File: src/rtl/dma_arb_pkg.sv
`timescale 1ns/1ps
package dma_arb_pkg;

  // widest channel index the control strobe can carry
  localparam int unsigned ARB_IDX_W = 4;
  // grant length width: largest burst is 16 transfers
  localparam int unsigned LEN_W = 5;

  // register addresses
  localparam int unsigned A_ENABLE = 0;
  localparam int unsigned A_MASK   = 1;
  localparam int unsigned A_RAW    = 2;
  localparam int unsigned A_MASKED = 3;
  localparam int unsigned A_CFG0   = 4;

  typedef enum logic {
    ARB_IDLE = 1'b0,
    ARB_BUSY = 1'b1
  } arb_state_e;

  // strobes from control to datapath
  typedef struct packed {
    logic                 grantLoad;
    logic                 grantClear;
    logic [ARB_IDX_W-1:0] winCh;
    logic                 winBurst;
  } arb_ctrl_t;

  function automatic logic [LEN_W-1:0] burstBeats(input logic [1:0] code);
    case (code)
      2'd0:    burstBeats = LEN_W'(1);
      2'd1:    burstBeats = LEN_W'(4);
      2'd2:    burstBeats = LEN_W'(8);
      default: burstBeats = LEN_W'(16);
    endcase
  endfunction

endpackage

File: src/rtl/dma_arb_sync.sv
`timescale 1ns/1ps
module dma_arb_sync #(
  parameter int unsigned WIDTH = 32
) (
  input  logic             clk,
  input  logic             rstN,
  input  logic [WIDTH-1:0] din,
  output logic [WIDTH-1:0] dout
);

  logic [WIDTH-1:0] stage1;

  genvar i;
  generate
    for (i = 0; i < WIDTH; i++) begin : g_bit
      always_ff @(posedge clk) begin
        if (!rstN) begin
          stage1[i] <= 1'b0;
          dout[i]   <= 1'b0;
        end else begin
          stage1[i] <= din[i];
          dout[i]   <= stage1[i];
        end
      end
    end
  endgenerate

endmodule

File: src/rtl/dma_arb_ctrl.sv
`timescale 1ns/1ps
module dma_arb_ctrl
  import dma_arb_pkg::*;
#(
  parameter int unsigned NUM_CH = 8
) (
  input  logic              clk,
  input  logic              rstN,
  input  logic [NUM_CH-1:0] eligible,
  input  logic [NUM_CH-1:0] burstPend,
  input  logic              xferDone,
  input  logic              lastBeat,
  output arb_ctrl_t         ctrl
);

  localparam int unsigned CH_W = $clog2(NUM_CH);

  arb_state_e state, stateNext;
  logic [CH_W-1:0] winIdx;

  // fixed priority: scan downwards so the lowest active index is kept
  always_comb begin
    winIdx = '0;
    for (int c = NUM_CH - 1; c >= 0; c--) begin
      if (eligible[c]) winIdx = CH_W'(c);
    end
  end

  always_comb begin
    ctrl.grantLoad  = (state == ARB_IDLE) && (|eligible);
    ctrl.grantClear = (state == ARB_BUSY) && xferDone && lastBeat;
    ctrl.winCh      = ARB_IDX_W'(winIdx);
    ctrl.winBurst   = burstPend[winIdx];
  end

  always_comb begin
    stateNext = state;
    case (state)
      ARB_IDLE: if (ctrl.grantLoad)  stateNext = ARB_BUSY;
      ARB_BUSY: if (ctrl.grantClear) stateNext = ARB_IDLE;
      default:  stateNext = ARB_IDLE;
    endcase
  end

  always_ff @(posedge clk) begin
    if (!rstN) state <= ARB_IDLE;
    else       state <= stateNext;
  end

endmodule

File: src/rtl/dma_arb_dp.sv
`timescale 1ns/1ps
module dma_arb_dp
  import dma_arb_pkg::*;
#(
  parameter int unsigned NUM_CH  = 8,
  parameter int unsigned NUM_REQ = 16,
  parameter int unsigned ADDR_W  = 4,
  parameter int unsigned DATA_W  = 32
) (
  input  logic                       clk,
  input  logic                       rstN,
  input  logic [NUM_REQ-1:0]         sglSync,
  input  logic [NUM_REQ-1:0]         bstSync,
  input  logic                       regWrEn,
  input  logic [ADDR_W-1:0]          regAddr,
  input  logic [DATA_W-1:0]          regWrData,
  output logic [DATA_W-1:0]          regRdData,
  input  logic [NUM_CH-1:0]          tcEvent,
  input  logic [NUM_CH-1:0]          errEvent,
  input  logic                       xferDone,
  input  arb_ctrl_t                  ctrl,
  output logic [NUM_CH-1:0]          eligible,
  output logic [NUM_CH-1:0]          burstPend,
  output logic                       lastBeat,
  output logic [NUM_CH-1:0]          chEnable,
  output logic [2*NUM_CH-1:0]        rawStat,
  output logic                       grantValid,
  output logic [$clog2(NUM_CH)-1:0]  grantCh,
  output logic [LEN_W-1:0]           grantLen,
  output logic                       irq
);

  localparam int unsigned CH_W   = $clog2(NUM_CH);
  localparam int unsigned SEL_W  = $clog2(NUM_REQ);
  localparam int unsigned STAT_W = 2 * NUM_CH;
  localparam int unsigned CFG_W  = SEL_W + 2;

  logic [STAT_W-1:0] maskReg;
  logic [SEL_W-1:0]  selReg  [NUM_CH];
  logic [1:0]        codeReg [NUM_CH];
  logic [LEN_W-1:0]  beatsLeft;
  logic [CH_W-1:0]   winIdx;
  logic [LEN_W-1:0]  loadLen;

  logic hitEnable, hitMask, hitRaw;
  assign hitEnable = regWrEn && (regAddr == ADDR_W'(A_ENABLE));
  assign hitMask   = regWrEn && (regAddr == ADDR_W'(A_MASK));
  assign hitRaw    = regWrEn && (regAddr == ADDR_W'(A_RAW));

  // per-channel config and request routing
  genvar c;
  generate
    for (c = 0; c < NUM_CH; c++) begin : g_ch
      logic hitCfg;
      assign hitCfg = regWrEn && (regAddr == ADDR_W'(A_CFG0 + c));

      always_ff @(posedge clk) begin
        if (!rstN) begin
          selReg[c]  <= '0;
          codeReg[c] <= '0;
        end else if (hitCfg) begin
          selReg[c]  <= regWrData[SEL_W-1:0];
          codeReg[c] <= regWrData[SEL_W+1:SEL_W];
        end
      end

      assign burstPend[c] = bstSync[selReg[c]];
      assign eligible[c]  = chEnable[c] && (sglSync[selReg[c]] || bstSync[selReg[c]]);
    end
  endgenerate

  always_ff @(posedge clk) begin
    if (!rstN) begin
      chEnable <= '0;
      maskReg  <= '0;
    end else begin
      if (hitEnable) chEnable <= regWrData[NUM_CH-1:0];
      if (hitMask)   maskReg  <= regWrData[STAT_W-1:0];
    end
  end

  // raw status: set by events, cleared by write-one; a new event beats a clear
  logic [STAT_W-1:0] clrBits;
  assign clrBits = hitRaw ? regWrData[STAT_W-1:0] : '0;

  always_ff @(posedge clk) begin
    if (!rstN) rawStat <= '0;
    else       rawStat <= (rawStat & ~clrBits) | {errEvent, tcEvent};
  end

  assign irq = |(rawStat & maskReg);

  always_comb begin
    regRdData = '0;
    if (regAddr == ADDR_W'(A_ENABLE)) regRdData = DATA_W'(chEnable);
    if (regAddr == ADDR_W'(A_MASK))   regRdData = DATA_W'(maskReg);
    if (regAddr == ADDR_W'(A_RAW))    regRdData = DATA_W'(rawStat);
    if (regAddr == ADDR_W'(A_MASKED)) regRdData = DATA_W'(rawStat & maskReg);
    for (int k = 0; k < NUM_CH; k++) begin
      if (regAddr == ADDR_W'(A_CFG0 + k))
        regRdData = DATA_W'({codeReg[k], selReg[k]});
    end
  end

  // grant registers and beat counter
  assign winIdx  = ctrl.winCh[CH_W-1:0];
  assign loadLen = ctrl.winBurst ? burstBeats(codeReg[winIdx]) : LEN_W'(1);

  always_ff @(posedge clk) begin
    if (!rstN) begin
      grantValid <= 1'b0;
      grantCh    <= '0;
      grantLen   <= '0;
      beatsLeft  <= '0;
    end else if (ctrl.grantLoad) begin
      grantValid <= 1'b1;
      grantCh    <= winIdx;
      grantLen   <= loadLen;
      beatsLeft  <= loadLen;
    end else begin
      if (ctrl.grantClear) grantValid <= 1'b0;
      if (grantValid && xferDone) beatsLeft <= beatsLeft - LEN_W'(1);
    end
  end

  assign lastBeat = grantValid && (beatsLeft == LEN_W'(1));

  logic [DATA_W-CFG_W-1:0] unusedWr;
  assign unusedWr = regWrData[DATA_W-1:CFG_W];

endmodule

File: src/rtl/dma_req_arbiter.sv
`timescale 1ns/1ps
module dma_req_arbiter
  import dma_arb_pkg::*;
#(
  parameter int unsigned NUM_CH  = 8,
  parameter int unsigned NUM_REQ = 16,
  parameter int unsigned ADDR_W  = 4,
  parameter int unsigned DATA_W  = 32
) (
  input  logic                      clk,
  input  logic                      rstN,
  input  logic [NUM_REQ-1:0]        singleReq,
  input  logic [NUM_REQ-1:0]        burstReq,
  input  logic                      regWrEn,
  input  logic [ADDR_W-1:0]         regAddr,
  input  logic [DATA_W-1:0]         regWrData,
  output logic [DATA_W-1:0]         regRdData,
  input  logic                      xferDone,
  input  logic [NUM_CH-1:0]         tcEvent,
  input  logic [NUM_CH-1:0]         errEvent,
  output logic                      grantValid,
  output logic [$clog2(NUM_CH)-1:0] grantCh,
  output logic [LEN_W-1:0]          grantLen,
  output logic                      irq
);

  logic [2*NUM_REQ-1:0] reqSync;
  logic [NUM_CH-1:0]    eligible, burstPend, chEnable;
  logic [2*NUM_CH-1:0]  rawStat;
  logic                 lastBeat;
  arb_ctrl_t            ctrlStr;

  dma_arb_sync #(.WIDTH(2 * NUM_REQ)) sync_i (
    .clk  (clk),
    .rstN (rstN),
    .din  ({burstReq, singleReq}),
    .dout (reqSync)
  );

  dma_arb_ctrl #(.NUM_CH(NUM_CH)) ctrl_i (
    .clk       (clk),
    .rstN      (rstN),
    .eligible  (eligible),
    .burstPend (burstPend),
    .xferDone  (xferDone),
    .lastBeat  (lastBeat),
    .ctrl      (ctrlStr)
  );

  dma_arb_dp #(
    .NUM_CH  (NUM_CH),
    .NUM_REQ (NUM_REQ),
    .ADDR_W  (ADDR_W),
    .DATA_W  (DATA_W)
  ) dp_i (
    .clk        (clk),
    .rstN       (rstN),
    .sglSync    (reqSync[NUM_REQ-1:0]),
    .bstSync    (reqSync[2*NUM_REQ-1:NUM_REQ]),
    .regWrEn    (regWrEn),
    .regAddr    (regAddr),
    .regWrData  (regWrData),
    .regRdData  (regRdData),
    .tcEvent    (tcEvent),
    .errEvent   (errEvent),
    .xferDone   (xferDone),
    .ctrl       (ctrlStr),
    .eligible   (eligible),
    .burstPend  (burstPend),
    .lastBeat   (lastBeat),
    .chEnable   (chEnable),
    .rawStat    (rawStat),
    .grantValid (grantValid),
    .grantCh    (grantCh),
    .grantLen   (grantLen),
    .irq        (irq)
  );

endmodule

File: config.mk
export PLATFORM = sky130hd
export DESIGN_NAME = dma_req_arbiter
export DESIGN_NICKNAME = d
export VERILOG_FILES = /design/src/rtl/dma_arb_pkg.sv /design/src/rtl/dma_arb_sync.sv /design/src/rtl/dma_arb_ctrl.sv /design/src/rtl/dma_arb_dp.sv /design/src/rtl/dma_req_arbiter.sv
export SDC_FILE = /design/constraint.sdc
export NUM_CORES = 1
export LEC_CHECK = 0
export BUFFER_PORTS_ARGS = -buffer_cell sky130_fd_sc_hd__buf_4
export CORE_UTILIZATION = 50
export DETAILED_ROUTE_END_ITERATION = 10
export GPL_ROUTABILITY_DRIVEN = 0
export PLACE_DENSITY = 0.82
export SYNTH_ARGS = -nofsm -noshare
export SYNTH_HDL_FRONTEND = slang
export SYNTH_SLANG_ARGS = --single-unit
File: constraint.sdc
create_clock -name clk -period 5.3 [get_ports clk]
set_input_delay 0.265 -clock clk [delete_from_list [all_inputs] [get_ports clk]]
set_output_delay 0.265 -clock clk [all_outputs]
set_load 0.01 [all_outputs]
==> out/qor.txt, run 1 <==
outcome: finished clean
area growth from synthesis to layout: 14.7%
final setup fails: 0
max_cap viols: 0
die width: 138 um
Async SR Flop Fraction: 0%
Seq/Total Area, Yosys: 41.4%
setup TNS: 0 ps
VDD IR max: 0.000228 V
share of cells above drive strength 1: 22.6%
largest family of logic cells by synthesized area: simple AND/OR/NAND/NOR gates
element type at the critical path end: flop
Post-DP HPWL: 16900 um
min Tclk post-route: 3850 ps
Syn Inst Count: 887
crit-path max FO: 12
Switching Fraction: 24.6%
WS Path Type: reg2reg
CTS H-tree depth: 4
WP data arrival: 4150 ps
postcts setup bufs: 0
slowest cell on the critical path: edfxtp_1
synthesis-stage register bit count: 166
final max-slew violation count: 0
io pins: 130
Port Buffers: 96
Post-Synth Simple-Gate Area: 21.0%
Cells after DPL: 1162
CTS tree: built
# diodes: 0
Detail Route Antenna Nets: 0
Synth Warn #: 0
synthesized area: 0.00920 mm2
nets@finish: 1042
crit path launch type: flop
initial core utilization: 51.0%
antenna violations before repair: 0
Post-synth top flop: dfxtp_1
Hold Vio Cnt, Final: 0
Max Root-Sink Buffers: 2
Most common cell on crit path: o21ai_0
CTS clk-pin slew, worst paths: 60 ps
Remaining Overflow, GRT: 0
core area: 0.0180 mm2
cts repair resizes: 0
Vias: 7466
complex-gate fraction of the synthesized area: 13.9%
Reg power frac: 46.9%
critical path's largest stage delay: 730 ps
clk_skew: 7.05 ps
clock share of power: 42.5%
Psw: 767 uW
Site Rows: 49
DR iter-0 viols: 956
die height: 138 um
EDFF count, synth: 48
setup repair after global routing missed its margin: false
multiplexer area fraction after synthesis: 18.4%
leakage power: 0.00399 uW
Post-Layout Cell Count: 1194
maximum clock rate: 260 MHz
Hold WC Path Type: in2reg
drc violations: 0
largest net degree at the start of global routing: 66
combinational share of power: 10.6%
Slew @ Worst Pin: 1200 ps
vias in the first global route: 7085
first-pass GRT wire length: 37300 um
CP Cell Sequence: mux4_2 > a22oi_1 > nand3_1 > o21ai_0 > nand4_1 > nor2_1 > a21o_1 > nand2_1 > o21ai_0 > a211oi_2
Root Driver: clkbuf_16
wire per inst: 20.1 um
Worst slew margin: 19.7%
XOR/XNOR share of the synthesized area: 0.190%
fin crit share: 72.7%
area share of fa/ha/maj cells after synthesis: 0.272%
CTS Buf Count: 17
syn_area_per_cell: 10.4 um2
internal power: 2350 uW
endpoint required time on the critical path: 5600 ps
vias per inst: 6.25
clock sinks: 166
Die ar.: 0.0189 mm2
Hold Buf Count CTS: 0
Yosys cell types: 71
1st-pass router iterations: 7
WL final: 24000 um
clock latency on the worst-skew pair: 430 ps
# fillers: 1479
PwrDens: 295 mW/mm2
GRT Total Usage: 26.3%
[worst paths after layout]
check / startpoint / end / slack, ps / cells after the start
max: dp_i.selReg[3][0] / dp_i.beatsLeft[3] / 1450 / 10
min: burstReq[2] / sync_i.stage1[18] / 40 / 2
max reg2reg: dp_i.selReg[3][0] / dp_i.beatsLeft[3] / 1450 / 10
min reg2reg: sync_i.stage1[31] / sync_i.dout[31] / 430 / 1
[state kept, by name, summed over array words and instances (netlist names), 3 cells and up]
register	flops
dp_i.selReg	32
dp_i.chEnable	8
sync_i.stage1	32
dp_i.grantCh	3
dp_i.codeReg	16
dp_i.grantLen	4
dp_i.rawStat	16
dp_i.maskReg	16
dp_i.beatsLeft	5
sync_i.dout	32
[cell usage after synthesis (3+ instances only)]
cell type	count	area share, %
a31oi_1	8	0.54
a211oi_1	3	0.24
o21ai_2	3	0.29
a211oi_2	3	0.41
a21boi_0	19	1.6
nand2b_1	18	1.2
edfxtp_1	48	16
a22oi_1	20	1.6
buf_6	4	0.49
a221oi_1	13	1.2
nor2b_1	38	2.6
buf_2	6	0.33
nand3_1	34	1.9
dfxtp_1	118	26
mux4_2	65	16
o21ai_1	4	0.22
mux2i_1	19	2.1
nand2_1	98	4.0
o21a_1	3	0.24
o22ai_1	4	0.27
o2111ai_1	7	0.67
clkbuf_1	37	1.5
a21o_1	3	0.24
o21ai_0	22	1.2
buf_4	20	1.6
a21boi_1	4	0.33
a21oi_1	28	1.5
and2_1	114	7.8
inv_1	22	0.90
nor2_1	45	1.8
nand4_1	4	0.27
nor3_1	7	0.38
[per-stage QoR]
| stage | hold slack [ps] | total power [uW] | instance area [um2] | setup WS (ps) | util, % |
|---|---|---|---|---|---|
| finish | 42.7 | 3110 | 10600 | 1450 | 58.5 |
| floorplan | 392 | 1680 | 9260 | 2330 | - |
| detailed placement | 418 | 1810 | 9910 | 1560 | 55.0 |
| CTS | 26.9 | 3120 | 10600 | 1470 | 58.5 |
| global route | 28.4 | 3220 | 10600 | 1180 | 58.5 |
| global placement | 419 | 1790 | 9910 | 1720 | 55.0 |
[metal layers]
metal | vias to the layer above | share of wire, % | wire [um] | track usage, %
met5 | - | 0 | 0 | 0
met3 | 88 | 10 | 2490 | 5.59
met4 | 0 | 3.9 | 939 | 12.7
met2 | 530 | 48 | 11600 | 41.6
met1 | 3518 | 37 | 8990 | 34.2
li1 | 3330 | - | - | -
[placed cells by master (no fill, tap or decap), types with 3 or more instances in the layout]
cell type / synthesis / final
nand3_1: 34 / 34
inv_1: 22 / 22
dfxtp_1: 118 / 118
a21oi_1: 28 / 28
nand4_1: 4 / 4
a31oi_1: 8 / 8
o2111ai_1: 7 / 7
nand2_1: 98 / 98
a21o_1: 3 / 3
a22oi_1: 20 / 20
clkbuf_16: 0 / 19
o21ai_0: 22 / 22
mux2i_1: 19 / 19
inv_6: 0 / 3
o21ai_2: 3 / 3
a21boi_1: 4 / 4
a21boi_0: 19 / 19
edfxtp_1: 48 / 48
o21a_1: 3 / 3
o22ai_1: 4 / 4
buf_4: 20 / 98
conb_1: 1 / 17
a211oi_1: 3 / 3
o21ai_1: 4 / 4
nand2b_1: 18 / 18
mux4_2: 65 / 65
and2_1: 114 / 114
a211oi_2: 3 / 3
nor2b_1: 38 / 38
bufinv_16: 0 / 3
nor3_1: 7 / 7
a221oi_1: 13 / 13
nor2_1: 45 / 45
[power by group through the flow]
stage	logic (uW)	clock network [uW]	registers, uW
final	330	1320	1460
after global routing	356	1400	1470
after CTS	328	1340	1450
after detailed placement	325	0	1480
after global placement	317	0	1480
after floorplan	259	0	1420
[critical path: cells and delay by family, from the launching register on]
family | cells | cell delay [ps]
DFF | 1 | 730
muxes | 1 | 600
AOI/OAI and AO/OA | 5 | 1370
and+or+nand+nor | 4 | 1030
[layout make-up]
type,instances,area [um2],area share (%)
Inverter,22,82.6,0.783
Timing Repair Buffer,98,736,6.97
Tap cell,229,287,2.72
Clock buffer,21,483,4.58
Multi-Input combinational cell,647,5000,47.4
Sequential cell,166,3800,36.1
Clock inverter,11,155,1.47
[cells by family after synthesis]
family          after synthesis
simple gates                370
mux                          87
flops                       166
buf+inv                      90
fa+ha+maj                     2
xor+xnor                      2
other cells                   1
compound gates              169
Power figures use the tool's default switching activity.
==> inputs of run 2 (changes only) <==
==> constraint.sdc (replaced) <==
create_clock -name clk -period 3.55 [get_ports clk]
set_input_delay 0.1775 -clock clk [delete_from_list [all_inputs] [get_ports clk]]
set_output_delay 0.1775 -clock clk [all_outputs]
set_load 0.01 [all_outputs]
==> out/qor.txt, run 2 (synthesized netlist as in run 1, its figures left out) <==
# fillers: 1359
clock sinks: 166
GRT Total Usage: 27.6%
Final Cell Area: 0.0113 mm2
most common cell after layout, fill and taps aside: buf_4
Largest regs: dp_i.selReg x32, sync_i.dout x32, sync_i.stage1 x32
Detail Route Antenna Nets: 0
final max-slew violation count: 0
max_cap viols: 0
crit-path max FO: 10
WS Path Type: reg2reg
Post-DP Area: 0.0100 mm2
CTS H-tree depth: 4
clock share of power: 40.2%
leakage power: 0.00434 uW
Remaining Overflow, GRT: 0
CTS Buf Count: 17
maximum clock rate: 285 MHz
Worst slew margin: 26.6%
element type at the critical path end: flop
first-pass GRT wire length: 39100 um
wire per inst: 20.1 um
vias in the first global route: 7420
Max Root-Sink Buffers: 2
CTS clk-pin slew, worst paths: 70 ps
Hold Vio Cnt, Final: 0
Vias: 7888
endpoint required time on the critical path: 3870 ps
area growth from synthesis to layout: 22.5%
final setup fails: 0
Final WS setup: 38.9 ps
io pins: 130
min Tclk post-route: 3510 ps
outcome: finished clean
WL final: 25500 um
combinational share of power: 12.9%
nets@finish: 1121
Place WS: 70.8 ps
most frequent cells in the layout: buf_4 (123), dfxtp_1 (118), and2_1 (114), nand2_1 (98), mux4_2 (65)
Site Rows: 49
clock latency on the worst-skew pair: 440 ps
VDD IR max: 0.000373 V
1st-pass router iterations: 6
antenna violations before repair: 0
WP data arrival: 3830 ps
clk_skew: 8.69 ps
CTS tree: built
die height: 138 um
fin crit share: 98.9%
Hold WC Path Type: in2reg
DR iter-0 viols: 1068
drc violations: 0
PwrDens: 409 mW/mm2
setup TNS: 0 ps
# diodes: 0
internal power: 3450 uW
Slew @ Worst Pin: 1090 ps
share of cells above drive strength 1: 23.8%
Power, Total: 4610 uW
Post-DP HPWL: 16900 um
Die ar.: 0.0189 mm2
Port Buffers: 96
Root Driver: clkbuf_16
Reg power frac: 46.9%
Switching Fraction: 25.3%
core area: 0.0180 mm2
Psw: 1170 uW
vias per inst: 6.20
crit path launch type: flop
initial core utilization: 51.0%
die width: 138 um
largest net degree at the start of global routing: 68
-- run 2: area by class of cell --
| cell class | instances | area [um2] | share of cell area, % |
|---|---|---|---|
| multi-input combinational | 647 | 5010 | 44.4 |
| sequential | 166 | 3800 | 33.8 |
| timing repair buffer | 177 | 1490 | 13.3 |
| clock buffer | 22 | 507 | 4.50 |
| tap | 229 | 287 | 2.54 |
| clock inverter | 9 | 86.3 | 0.766 |
| inverter | 22 | 82.6 | 0.733 |
-- run 2: worst paths after layout --
path                           from          endpoint  slack, ps  cells past startpoint
setup / recovery  dp_i.selReg[1][4]  dp_i.grantLen[2]         40                     11
hold / removal           tcEvent[3]   dp_i.rawStat[3]          8                      3
setup reg to reg  dp_i.selReg[1][4]  dp_i.grantLen[2]         40                     11
hold reg to reg   sync_i.stage1[21]   sync_i.dout[21]        430                      1
-- run 2: power groups by stage --
| stage | Sequential, uW | Combinational, uW | Clock [uW] |
|---|---|---|---|
| floorplan | 2130 | 387 | 0 |
| global placement | 2190 | 496 | 0 |
| detailed placement | 2200 | 506 | 0 |
| CTS | 2160 | 553 | 1860 |
| global route | 2170 | 642 | 1930 |
| finish | 2160 | 596 | 1850 |
-- run 2: through the flow --
| step | hold slack (ps) | std cells | util (%) |
|---|---|---|---|
| finish | 7.91 | 1272 | 62.5 |
| global route | 4.09 | 1272 | 62.5 |
| CTS | 0.869 | 1259 | 61.8 |
| detailed placement | 388 | 1177 | 55.7 |
| global placement | 388 | 1177 | 55.7 |
| floorplan | 305 | 903 | - |
-- run 2: metal layers --
layer | vias to the layer above | part of all wire (%) | track usage (%)
li1 | 3495 | - | -
met1 | 3706 | 37 | 35.2
met2 | 576 | 48 | 43.1
met3 | 111 | 11 | 7.14
met4 | 0 | 4.6 | 14.2
met5 | - | 0 | 0
-- run 2: repair_timing --
item                                    in CTS  in global routing
endpoints found under the setup margin       6                  6
buffers inserted                             0                 13
hold buffers                                51                  0
hold endpoints to repair                    51                  0
resized for setup                            1                  2
-- run 2: critical path, stage by stage, from the launching register on --
cell and delay (ps):
edfxtp_1 430, buf_4 160, mux4_2 490, a22oi_1 230
nand3_1 240, o21ai_4 380, o211ai_2 190, nand2_2 170
mux2_1 380, a221o_2 450, o311ai_1 140, a21boi_1 100
==> inputs of run 3 (changes only) <==
--- a/config.mk
+++ b/config.mk
@@ -10,6 +10,7 @@
 export DETAILED_ROUTE_END_ITERATION = 10
 export GPL_ROUTABILITY_DRIVEN = 0
 export PLACE_DENSITY = 0.82
+export REMOVE_ABC_BUFFERS = 1
 export SYNTH_ARGS = -nofsm -noshare
 export SYNTH_HDL_FRONTEND = slang
 export SYNTH_SLANG_ARGS = --single-unit
==> out/qor.txt, run 3 (synthesized netlist as in run 1, its figures left out) <==
area growth from synthesis to layout: 21.9%
Site Rows: 49
antenna violations before repair: 0
GRT Total Usage: 27.3%
die height: 138 um
largest net degree at the start of global routing: 67
CTS H-tree depth: 4
min Tclk post-route: 3450 ps
crit-path max FO: 7
Remaining Overflow, GRT: 0
multi-input combinational cell area: 0.00502 mm2
WL final: 25000 um
element type at the critical path end: flop
maximum clock rate: 290 MHz
core area: 0.0180 mm2
PwrDens: 418 mW/mm2
leakage power: 0.00431 uW
setup repair after global routing missed its margin: false
vias in the first global route: 7387
Hold WC Path Type: in2reg
1st-pass router iterations: 6
Largest regs: dp_i.selReg x32, sync_i.dout x32, sync_i.stage1 x32
clock sinks: 166
most frequent cells in the layout: dfxtp_1 (118), and2_1 (114), buf_4 (114), nand2_1 (98), mux4_2 (65)
nets@finish: 1109
grt peak-use layer: met2
WS Path Type: reg2reg
CTS Buf Count: 17
Hold Vio Cnt, Final: 0
first-pass GRT wire length: 38800 um
Die ar.: 0.0189 mm2
VDD IR max: 0.000320 V
fin crit share: 97.0%
final max-slew violation count: 0
# diodes: 0
clk_skew: 8.03 ps
crit path launch type: flop
drc violations: 0
Post-DP HPWL: 16900 um
wire per inst: 19.9 um
Cells after DPL: 1177
grt met3 use: 5.48%
Final WS setup: 105 ps
WP data arrival: 3780 ps
Slew @ Worst Pin: 950 ps
M1 GR Usage: 34.3%
outcome: finished clean
share of cells above drive strength 1: 23.2%
io pins: 130
CTS tree: built
grt met2 use: 43.9%
DR iter-0 viols: 919
# fillers: 1407
Post-Layout Cell Count: 1260
endpoint required time on the critical path: 3880 ps
clock latency on the worst-skew pair: 430 ps
Vias: 7745
initial core utilization: 51.0%
max_cap viols: 0
Place WS: 95.7 ps
most common cell after layout, fill and taps aside: dfxtp_1
Detail Route Antenna Nets: 0
final hold slack: 9.67 ps
CTS clk-pin slew, worst paths: 60 ps
setup TNS: 0 ps
Port Buffers: 96
vias per inst: 6.15
die width: 138 um
Reg area: 0.00380 mm2
Root Driver: clkbuf_16
Max Root-Sink Buffers: 2
final setup fails: 0
Worst slew margin: 36.0%
run 3: power by group:
part           internal, uW  switching [uW]
combinational           311             272
sequential             2040             119
clock                  1190             753
run 3: path summary, 6_finish.rpt:
kind | start | end | slack [ps] | cells past startpoint
max | dp_i.selReg[0][4] | dp_i.grantLen[4] | 100 | 11
min | regWrData[10] | dp_i.maskReg[10] | 10 | 3
max reg2reg | dp_i.selReg[0][4] | dp_i.grantLen[4] | 100 | 11
min reg2reg | sync_i.stage1[10] | sync_i.dout[10] | 430 | 1
run 3: worst max-delay path: stages, from the launching register on:
cell       delay (ps)
edfxtp_1          420
buf_4             190
mux4_2            500
mux2i_1           230
a311o_1           430
o211a_4           280
and3_4            230
nand3_4           100
a2111oi_4         340
a221o_2           230
nand4_1           130
a21boi_1          250
run 3: layout make-up:
cell class                      instances  area share [%]
Inverter                               22           0.737
Multi-Input combinational cell        647            44.8
Sequential cell                       166            33.9
Clock buffer                           22            4.33
Clock inverter                          9            1.22
Tap cell                              229            2.56
Timing Repair Buffer                  165            12.5
run 3: metal layers:
layer,vias up,wire length [um],share of wire (%)
li1,3463,-,-
met1,3693,9550,38
met2,485,12000,48
met3,104,2260,9.0
met4,0,1250,5.0
met5,-,0,0
run 3: metrics by stage:
step	power [uW]	area, um2	utilization [%]
after floorplan	2460	8890	-
after global placement	2690	10000	55.6
after CTS	4670	11100	61.8
final	4680	11200	62.2
after detailed placement	2710	10000	55.6
after global routing	4830	11200	62.2
run 3: repair_timing:
item	in CTS	in global routing
pin swaps	0	1
resized for setup	0	4
endpoints found under the hold margin	48	0
setup buffers	1	3
setup endpoints to repair	1	13
hold buffers	48	0
